[src/rtl/psc_pkg.sv]
package psc_pkg;
  typedef enum logic [1:0] {
    ST_RUN   = 2'd0,
    ST_DRAIN = 2'd1,
    ST_SLEEP = 2'd2,
    ST_WAKE  = 2'd3
  } psc_state_e;
endpackage

[src/rtl/psc_ctrl_decode.sv]
module psc_ctrl_decode #(
  parameter int CTRL_W    = 16,
  parameter int AWAIT_BIT = 15
) (
  input  logic              wr_en,
  input  logic [CTRL_W-1:0] wr_data,
  output logic              await_req
);
  localparam logic [CTRL_W-1:0] AWAIT_MASK = CTRL_W'(1) << AWAIT_BIT;

  always_comb await_req = wr_en && (|(wr_data & AWAIT_MASK));
endmodule

[src/rtl/psc_wake_detect.sv]
module psc_wake_detect #(
  parameter int NUM_IRQ     = 8,
  parameter int SYNC_STAGES = 0
) (
  input  logic               clk,
  input  logic               rst,
  input  logic [NUM_IRQ-1:0] irq,
  output logic               wake
);
  logic any_irq;
  always_comb any_irq = |irq;

  generate
    if (SYNC_STAGES == 0) begin : g_direct
      always_comb wake = any_irq;
    end else begin : g_sync
      logic [SYNC_STAGES-1:0] pipe;
      always_ff @(posedge clk) begin
        if (rst) pipe <= '0;
        else if (SYNC_STAGES == 1) pipe <= any_irq;
        else pipe <= {pipe[SYNC_STAGES-2:0], any_irq};
      end
      always_comb wake = pipe[SYNC_STAGES-1];
    end
  endgenerate
endmodule

[src/rtl/psc_fsm.sv]
module psc_fsm
  import psc_pkg::*;
(
  input  logic clk,
  input  logic rst,
  input  logic await_req,
  input  logic retire,
  input  logic xfer_idle,
  input  logic wake,
  output logic core_clk_en,
  output logic sleeping,
  output logic await_bit,
  output logic isr_hold
);
  psc_state_e state_q, state_n;
  logic       ret_seen_q, ret_seen_n;
  logic       await_q, await_n;

  always_comb begin
    state_n    = state_q;
    ret_seen_n = ret_seen_q;
    await_n    = await_q;
    unique case (state_q)
      ST_RUN: begin
        if (await_req) begin
          state_n    = ST_DRAIN;
          await_n    = 1'b1;
          ret_seen_n = 1'b0;
        end
      end
      ST_DRAIN: begin
        if (wake) begin
          state_n    = ST_RUN;
          await_n    = 1'b0;
          ret_seen_n = 1'b0;
        end else if (ret_seen_q || retire) begin
          ret_seen_n = 1'b1;
          if (xfer_idle) state_n = ST_SLEEP;
        end
      end
      ST_SLEEP: begin
        if (wake) begin
          state_n    = ST_WAKE;
          await_n    = 1'b0;
          ret_seen_n = 1'b0;
        end
      end
      ST_WAKE: begin
        if (retire) state_n = ST_RUN;
      end
      default: state_n = ST_RUN;
    endcase
  end

  always_ff @(posedge clk) begin
    if (rst) begin
      state_q     <= ST_RUN;
      ret_seen_q  <= 1'b0;
      await_q     <= 1'b0;
      core_clk_en <= 1'b1;
      sleeping    <= 1'b0;
      isr_hold    <= 1'b0;
    end else begin
      state_q     <= state_n;
      ret_seen_q  <= ret_seen_n;
      await_q     <= await_n;
      core_clk_en <= !((state_n == ST_SLEEP) || ((state_n == ST_DRAIN) && ret_seen_n));
      sleeping    <= (state_n == ST_SLEEP);
      isr_hold    <= (state_n == ST_WAKE);
    end
  end

  always_comb await_bit = await_q;
endmodule

[src/rtl/standby_ctrl.sv]
module standby_ctrl #(
  parameter int CTRL_W      = 16,
  parameter int AWAIT_BIT   = 15,
  parameter int NUM_XFER    = 2,
  parameter int NUM_IRQ     = 8,
  parameter int SYNC_STAGES = 0
) (
  input  logic                clk,
  input  logic                rst,
  input  logic                wr_en,
  input  logic [CTRL_W-1:0]   wr_data,
  input  logic                retire,
  input  logic [NUM_XFER-1:0] xfer_busy,
  input  logic [NUM_IRQ-1:0]  irq,
  output logic                core_clk_en,
  output logic                sleeping,
  output logic                await_bit,
  output logic                isr_hold
);
  localparam bit BIT_OK = (AWAIT_BIT < CTRL_W);

  logic await_req;
  logic wake;
  logic xfer_idle;

  initial begin
    if (!BIT_OK) $error("AWAIT_BIT outside control word");
  end

  always_comb xfer_idle = ~|xfer_busy;

  psc_ctrl_decode #(.CTRL_W(CTRL_W), .AWAIT_BIT(AWAIT_BIT)) u_dec (
    .wr_en     (wr_en),
    .wr_data   (wr_data),
    .await_req (await_req)
  );

  psc_wake_detect #(.NUM_IRQ(NUM_IRQ), .SYNC_STAGES(SYNC_STAGES)) u_wake (
    .clk  (clk),
    .rst  (rst),
    .irq  (irq),
    .wake (wake)
  );

  psc_fsm u_fsm (
    .clk         (clk),
    .rst         (rst),
    .await_req   (await_req),
    .retire      (retire),
    .xfer_idle   (xfer_idle),
    .wake        (wake),
    .core_clk_en (core_clk_en),
    .sleeping    (sleeping),
    .await_bit   (await_bit),
    .isr_hold    (isr_hold)
  );
endmodule

[config.mk]
export PLATFORM = sky130hd
export DESIGN_NAME = standby_ctrl
export DESIGN_NICKNAME = d
export VERILOG_FILES = /design/src/rtl/psc_pkg.sv /design/src/rtl/psc_ctrl_decode.sv /design/src/rtl/psc_wake_detect.sv /design/src/rtl/psc_fsm.sv /design/src/rtl/standby_ctrl.sv
export SDC_FILE = /design/constraint.sdc
export NUM_CORES = 1
export LEC_CHECK = 0
export CAP_MARGIN = 5
export CORE_AREA = 2 2 41 43
export DETAILED_ROUTE_END_ITERATION = 16
export DIE_AREA = 0 0 43 45
export GPL_TIMING_DRIVEN = 0
export PLACE_DENSITY = 0.73
export SETUP_SLACK_MARGIN = 0.05
export SLEW_MARGIN = 15
export SYNTH_ARGS = -nofsm -noshare
export SYNTH_HDL_FRONTEND = slang
export SYNTH_SLANG_ARGS = --single-unit
[constraint.sdc]
create_clock -name clk -period 1.98 [get_ports clk]
set_input_delay 0.396 -clock clk [delete_from_list [all_inputs] [get_ports clk]]
set_output_delay 0.396 -clock clk [all_outputs]
set_load 0.1 [all_outputs]
# After elaboration in Yosys (flattened, before gate mapping)
# Cells that the tools add are included.
# word_totals
register_bits	7
elab_cells	40
# classes
n_mux	15
n_eq_ne	8
reduce_logical	11
# op_table
op	count
$mux 2	6
$eq 2x2->1 const B	4
$pmux 2 s4	1
$reduce_or 8->1	1
$mux 1	6
$eq 2x1->1 const B	2
$reduce_or 2->1	2
$pmux 1 s3	1
$reduce_and 3->1	1
$logic_and 1x1->1	2
$logic_not 2->1	1
$logic_or 1x1->1	2
$ne 2x1->1 const B	1
$ne 2x2->1 const B	1
$pmux 1 s2	1
$reduce_bool 2->1	1
$logic_not 1->1	1

# Logic depth before layout (Yosys ltp)
# logic_depth
word_depth	9
ltp_mapped	7
mapped_depth_nobuf	7

# By module
# From an unflattened synthesis, not the netlist that was laid out.
# hier_totals
hier_cells	49
hier_area_um2	431.7
# modules_own_cells
module	cells_each	seq_area_each_um2	area_each_um2	n_inst
psc_fsm	44	140.1	405.4	1
psc_wake_detect	3	0.0	16.3	1
psc_ctrl_decode	1	0.0	6.3	1
standby_ctrl	1	0.0	3.8	1

# Worst setup path after synthesis
# No wires, ideal clock.
# synth_timing
path_type	input-to-reg
from	in irq[1]
to	reg u_fsm.isr_hold
t_arrival_ns	1.612
path_buffers	0
cell_stages	4
slack_ns	0.296
required_ns	1.907
path_cell_list	or4_4 -> a2111o_1 -> o2111a_2 -> nor3_2
# synth_via
elab_chain_len	4
elab_cells_between_ends	5
# synth_lines
element	line_no	source
start: declaration	standby_ctrl.sv:14	input logic [NUM_IRQ-1:0] irq,
$reduce_or 8->1 (*)	psc_wake_detect.sv:11	always_comb any_irq = |irq;
$mux 2 (on tied branches)	psc_fsm.sv:42, psc_fsm.sv:32	
$pmux 2 s4 (*)	psc_fsm.sv:23	unique case (state_q)
$eq 2x2->1 (*)	psc_fsm.sv:69	isr_hold <= (state_n == ST_WAKE);
end signal: assignment	psc_fsm.sv:69	
end: declaration	psc_fsm.sv:13	output logic isr_hold
# Mark *: on every way between the ends. The rest lies on a longest branch, timed or not.
# A chain may end at the register's enable or synchronous reset.

# Final worst setup path
# layout_timing
from	in irq[4]
to	reg u_fsm.core_clk_en
# layout_via
elab_chain_len	7
elab_cells_between_ends	12
# layout_lines
element	line_no	source
$reduce_or 8->1 (*)	psc_wake_detect.sv:11	
$mux 2 (on tied branches)	psc_fsm.sv:42, psc_fsm.sv:32	
$pmux 2 s4	psc_fsm.sv:23	
$eq 2x1->1	psc_fsm.sv:67	core_clk_en <= !((state_n == ST_SLEEP) || ((state_n == ST_DRAIN) && ret_seen_n));
$logic_and 1x1->1	psc_fsm.sv:67	
$logic_or 1x1->1 (*)	psc_fsm.sv:67	
$logic_not 1->1 (*)	psc_fsm.sv:67	
end signal: assignment	psc_fsm.sv:67	
end: declaration	psc_fsm.sv:10	output logic core_clk_en,
# Marks and branches as above.

==> impl_metrics.json <==
{
  "outcome": "completed",
  "core_area_sq_um": 1470,
  "grt_pass1_wl_mm": 1.59,
  "report.final.slew_viol_count": 0,
  "synth_area_leaders": "dfxtp_1 31%, ha_1 11%, o2111ai_2 6.7%",
  "hp-class": "flop to flop",
  "cp_cell_sequence": "clkdlybuf4s50_1 > or4_4 > a2111o_1 > o2111ai_2 > a211oi_2 > a31oi_1",
  "nNetsFinal": 106,
  "ys_dominant_reg_cell": "dfxtp_1",
  "max_slew_margin_pct": 36.7,
  "ys_seq_elements": 7,
  "drc": 0,
  "drt_iter0_markers": 6,
  "period_needed_ns": 1.90,
  "finalWeightedCongestion": 0.692,
  "arrival_ns": 2.07,
  "grt_max_degree": 7,
  "cap_violations": 0,
  "antenna_found_initial": 0,
  "drt-pass1-iter-count": 2,
  "end_kind": "flop",
  "track_usage_pct": 11.1,
  "wirelength_mm": 1.01,
  "critical_path_required_ns": 2.15,
  "postSynthAreaPerCell_sq_um": 9.33,
  "drive_above_1_share_pct": 22.5,
  "wire_per_inst_um": 11.7,
  "htreeDepth": 1,
  "die_width_um": 43,
  "worstSetupStartpointType": "input pin",
  "die_y_um": 45,
  "finClkSkew_ns": 0.00175,
  "synthArstFlopShare_pct": 0,
  "setup_tns_ns": 0,
  "fillerInstances": 141,
  "dp_slack_ns": -0.202,
  "postRouteAntennaNets": 0,
  "ctsHoldBuffers": 0,
  "cts_tree": "built",
  "cp.buffers_inverters": 1,
  "grt_pass1_vias": 378,
  "worstReg2RegEnd": "u_fsm.core_clk_en",
  "finalCritPeriodShare_pct": 95.9,
  "finalSetupViolCount": 0,
  "fin_hold_ws_ns": 0.480,
  "rows": 14,
  "rsz0062_at_grt": "false",
  "timing.rr.start": "u_fsm.state_q[0]",
  "multi_input_area_sq_um": 304,
  "io_pins": 34,
  "cts_buffer_depth": 2,
  "synthCells": 48,
  "cts-root-buf": "clkbuf_4",
  "die_area_sq_um": 1940,
  "synth_top_cell_by_area": "dfxtp_1",
  "vdd_drop_max_mv": 0.280,
  "diodes": 0,
  "cpMaxStageDelayCell": "or4_4",
  "fmax_ghz": 0.526,
  "ys_types": 25,
  "port_buffers": 18,
  "power.leakage_nw": 0.275,
  "min_from": "u_fsm.await_bit",
  "max_stage_delay_ns": 0.54,
  "yosysTopAreaCellShare_pct": 31.3,
  "synth_edf_count": 0,
  "worstMarginPinSlew_ns": 0.953,
  "yosysSeqAreaShare_pct": 31.3,
  "rr_worst_depth": 6,
  "holdPathStages": 2,
  "clk_pin_slew_worst_paths_ns": 0.05,
  "start_util_pct": 30.4,
  "cts_sinks": 7,
  "areaGrowthSynthToFinish_pct": 53.4,
  "ff2ff_setup_slack_ns": 0.26,
  "seqCellArea_sq_um": 140,
  "min_to": "u_fsm.await_bit",
  "clk_latency_ns": 0.24,
  "vias": 422,
  "yosys_warnings": 0,
  "crit_family": "compound AO/OA/AOI/OAI gates",
  "cts_buffers": 3,
  "setup_ws_ns": 0.0805,
  "final_util_pct": 46.7,
  "finalHoldViolCount": 0,
  "overflow": 0,
  "synth_nets": 82,
  "path_class": "input pin to flop",
  "netlist_area_sq_um": 448,
  "crit_fanout": 2,
  "viasPerCell": 4.85,
  "pwr_density_cell_nw_per_um2": 509
}
==> report_power, final <==
group	leakage [nW]	total (mW)	internal [mW]	switching [mW]
logic	0.203	0.0807	0.0413	0.0394
registers	0.0568	0.148	0.145	0.00319
clock network	0.0150	0.121	0.0764	0.0448
==> metal layers <==
layer	GRT usage [%]	vias to the layer above	wire length (um)
li1	-	223	-
met1	12.7	184	437
met5	0	-	0
met2	18.8	15	487
met3	3.60	0	89
met4	5.45	0	0
==> logic make-up (layout without fill, tap and decap cells) <==
logic type | Yosys count | in the layout | synth area share, %
flip-flops | 7 | 7 | 31.3
AND/OR/NAND/NOR | 19 | 19 | 26.5
adder cells (fa/ha/maj) | 4 | 4 | 11.2
AO/OA/AOI/OAI | 15 | 15 | 28.5
buffers and inverters | 3 | 26 | 2.51
==> per-stage QoR <==
stage / instances / power [mW] / area, sq um
2_1_floorplan: 48 / 0.192 / 448
3_3_place_gp: 82 / 0.231 / 648
3_5_place_dp: 82 / 0.231 / 648
4_1_cts: 86 / 0.355 / 669
5_1_grt: 87 / 0.374 / 687
6_report: 87 / 0.350 / 687
==> cell usage in the layout (no fill, tap or decap) <==
| cell | n |
|---|---|
| o2111ai_2 | 2 |
| a22oi_1 | 1 |
| clkdlybuf4s50_1 | 13 |
| o31ai_2 | 1 |
| and2b_4 | 1 |
| nand2_1 | 4 |
| o21ai_1 | 1 |
| or2_2 | 1 |
| ha_1 | 4 |
| clkbuf_1 | 1 |
| o21ai_0 | 1 |
| a21oi_1 | 3 |
| nand3_1 | 2 |
| dlymetal6s2s_1 | 1 |
| nor3_2 | 1 |
| a21o_1 | 1 |
| clkbuf_4 | 3 |
| dfxtp_1 | 7 |
| a211oi_2 | 1 |
| nor2_4 | 1 |
| inv_1 | 3 |
| dlygate4sd2_1 | 4 |
| or2_1 | 1 |
| and2_1 | 1 |
| nor2_1 | 4 |
| a2111o_1 | 1 |
| buf_4 | 1 |
| or4_4 | 2 |
| o2111a_2 | 1 |
| and2_4 | 1 |
| o21a_1 | 1 |
| a31oi_1 | 1 |
==> synthesized netlist by cell type (all sizes together) (2+ instances only) <==
master	n
o2111ai	2
o21ai	2
or4	2
a21oi	3
nand3	2
dfxtp	7
ha	4
and2	2
nand2	4
or2	2
nor2	5
inv	3
==> worst register-to-register path, cell delays in order (launching register included) <==
cell and delay, ns:
dfxtp_1 0.42, inv_1 0.09, ha_1 0.28, o31ai_2 0.32, o2111ai_2 0.20, a211oi_2 0.21, a31oi_1 0.07
==> area by class of cell <==
| type | count | area share, % |
|---|---|---|
| inverters | 3 | 1.64 |
| well taps | 16 | 2.91 |
| flip-flops and latches | 7 | 20.4 |
| multi-input cells | 38 | 44.3 |
| repair buffers | 19 | 27.0 |
| clock buffers | 4 | 3.83 |
==> worst max path at each step <==
stage | from | slack, ns | cells after the start | to
finish | irq[4] | 0.08 | 6 | u_fsm.core_clk_en
global route | irq[4] | 0.04 | 6 | u_fsm.core_clk_en
floorplan | irq[1] | 0.30 | 4 | u_fsm.isr_hold
CTS | irq[5] | 0.05 | 6 | u_fsm.core_clk_en
global placement | irq[5] | -0.18 | 6 | u_fsm.core_clk_en
detailed placement | irq[5] | -0.20 | 6 | u_fsm.core_clk_en
==> what timing repair did <==
action	in CTS	in global routing
gates resized for setup	4	3
endpoints found under the setup margin	4	2
pin swaps	0	6
buffers inserted	0	1
endpoints found under the hold margin	0	0
==> registers in the layout, indices dropped and copies added (netlist names) <==
name / flops
u_fsm.sleeping: 1
u_fsm.isr_hold: 1
u_fsm.state_q: 2
u_fsm.await_bit: 1
u_fsm.ret_seen_q: 1
u_fsm.core_clk_en: 1
Power figures use the tool's default switching activity.
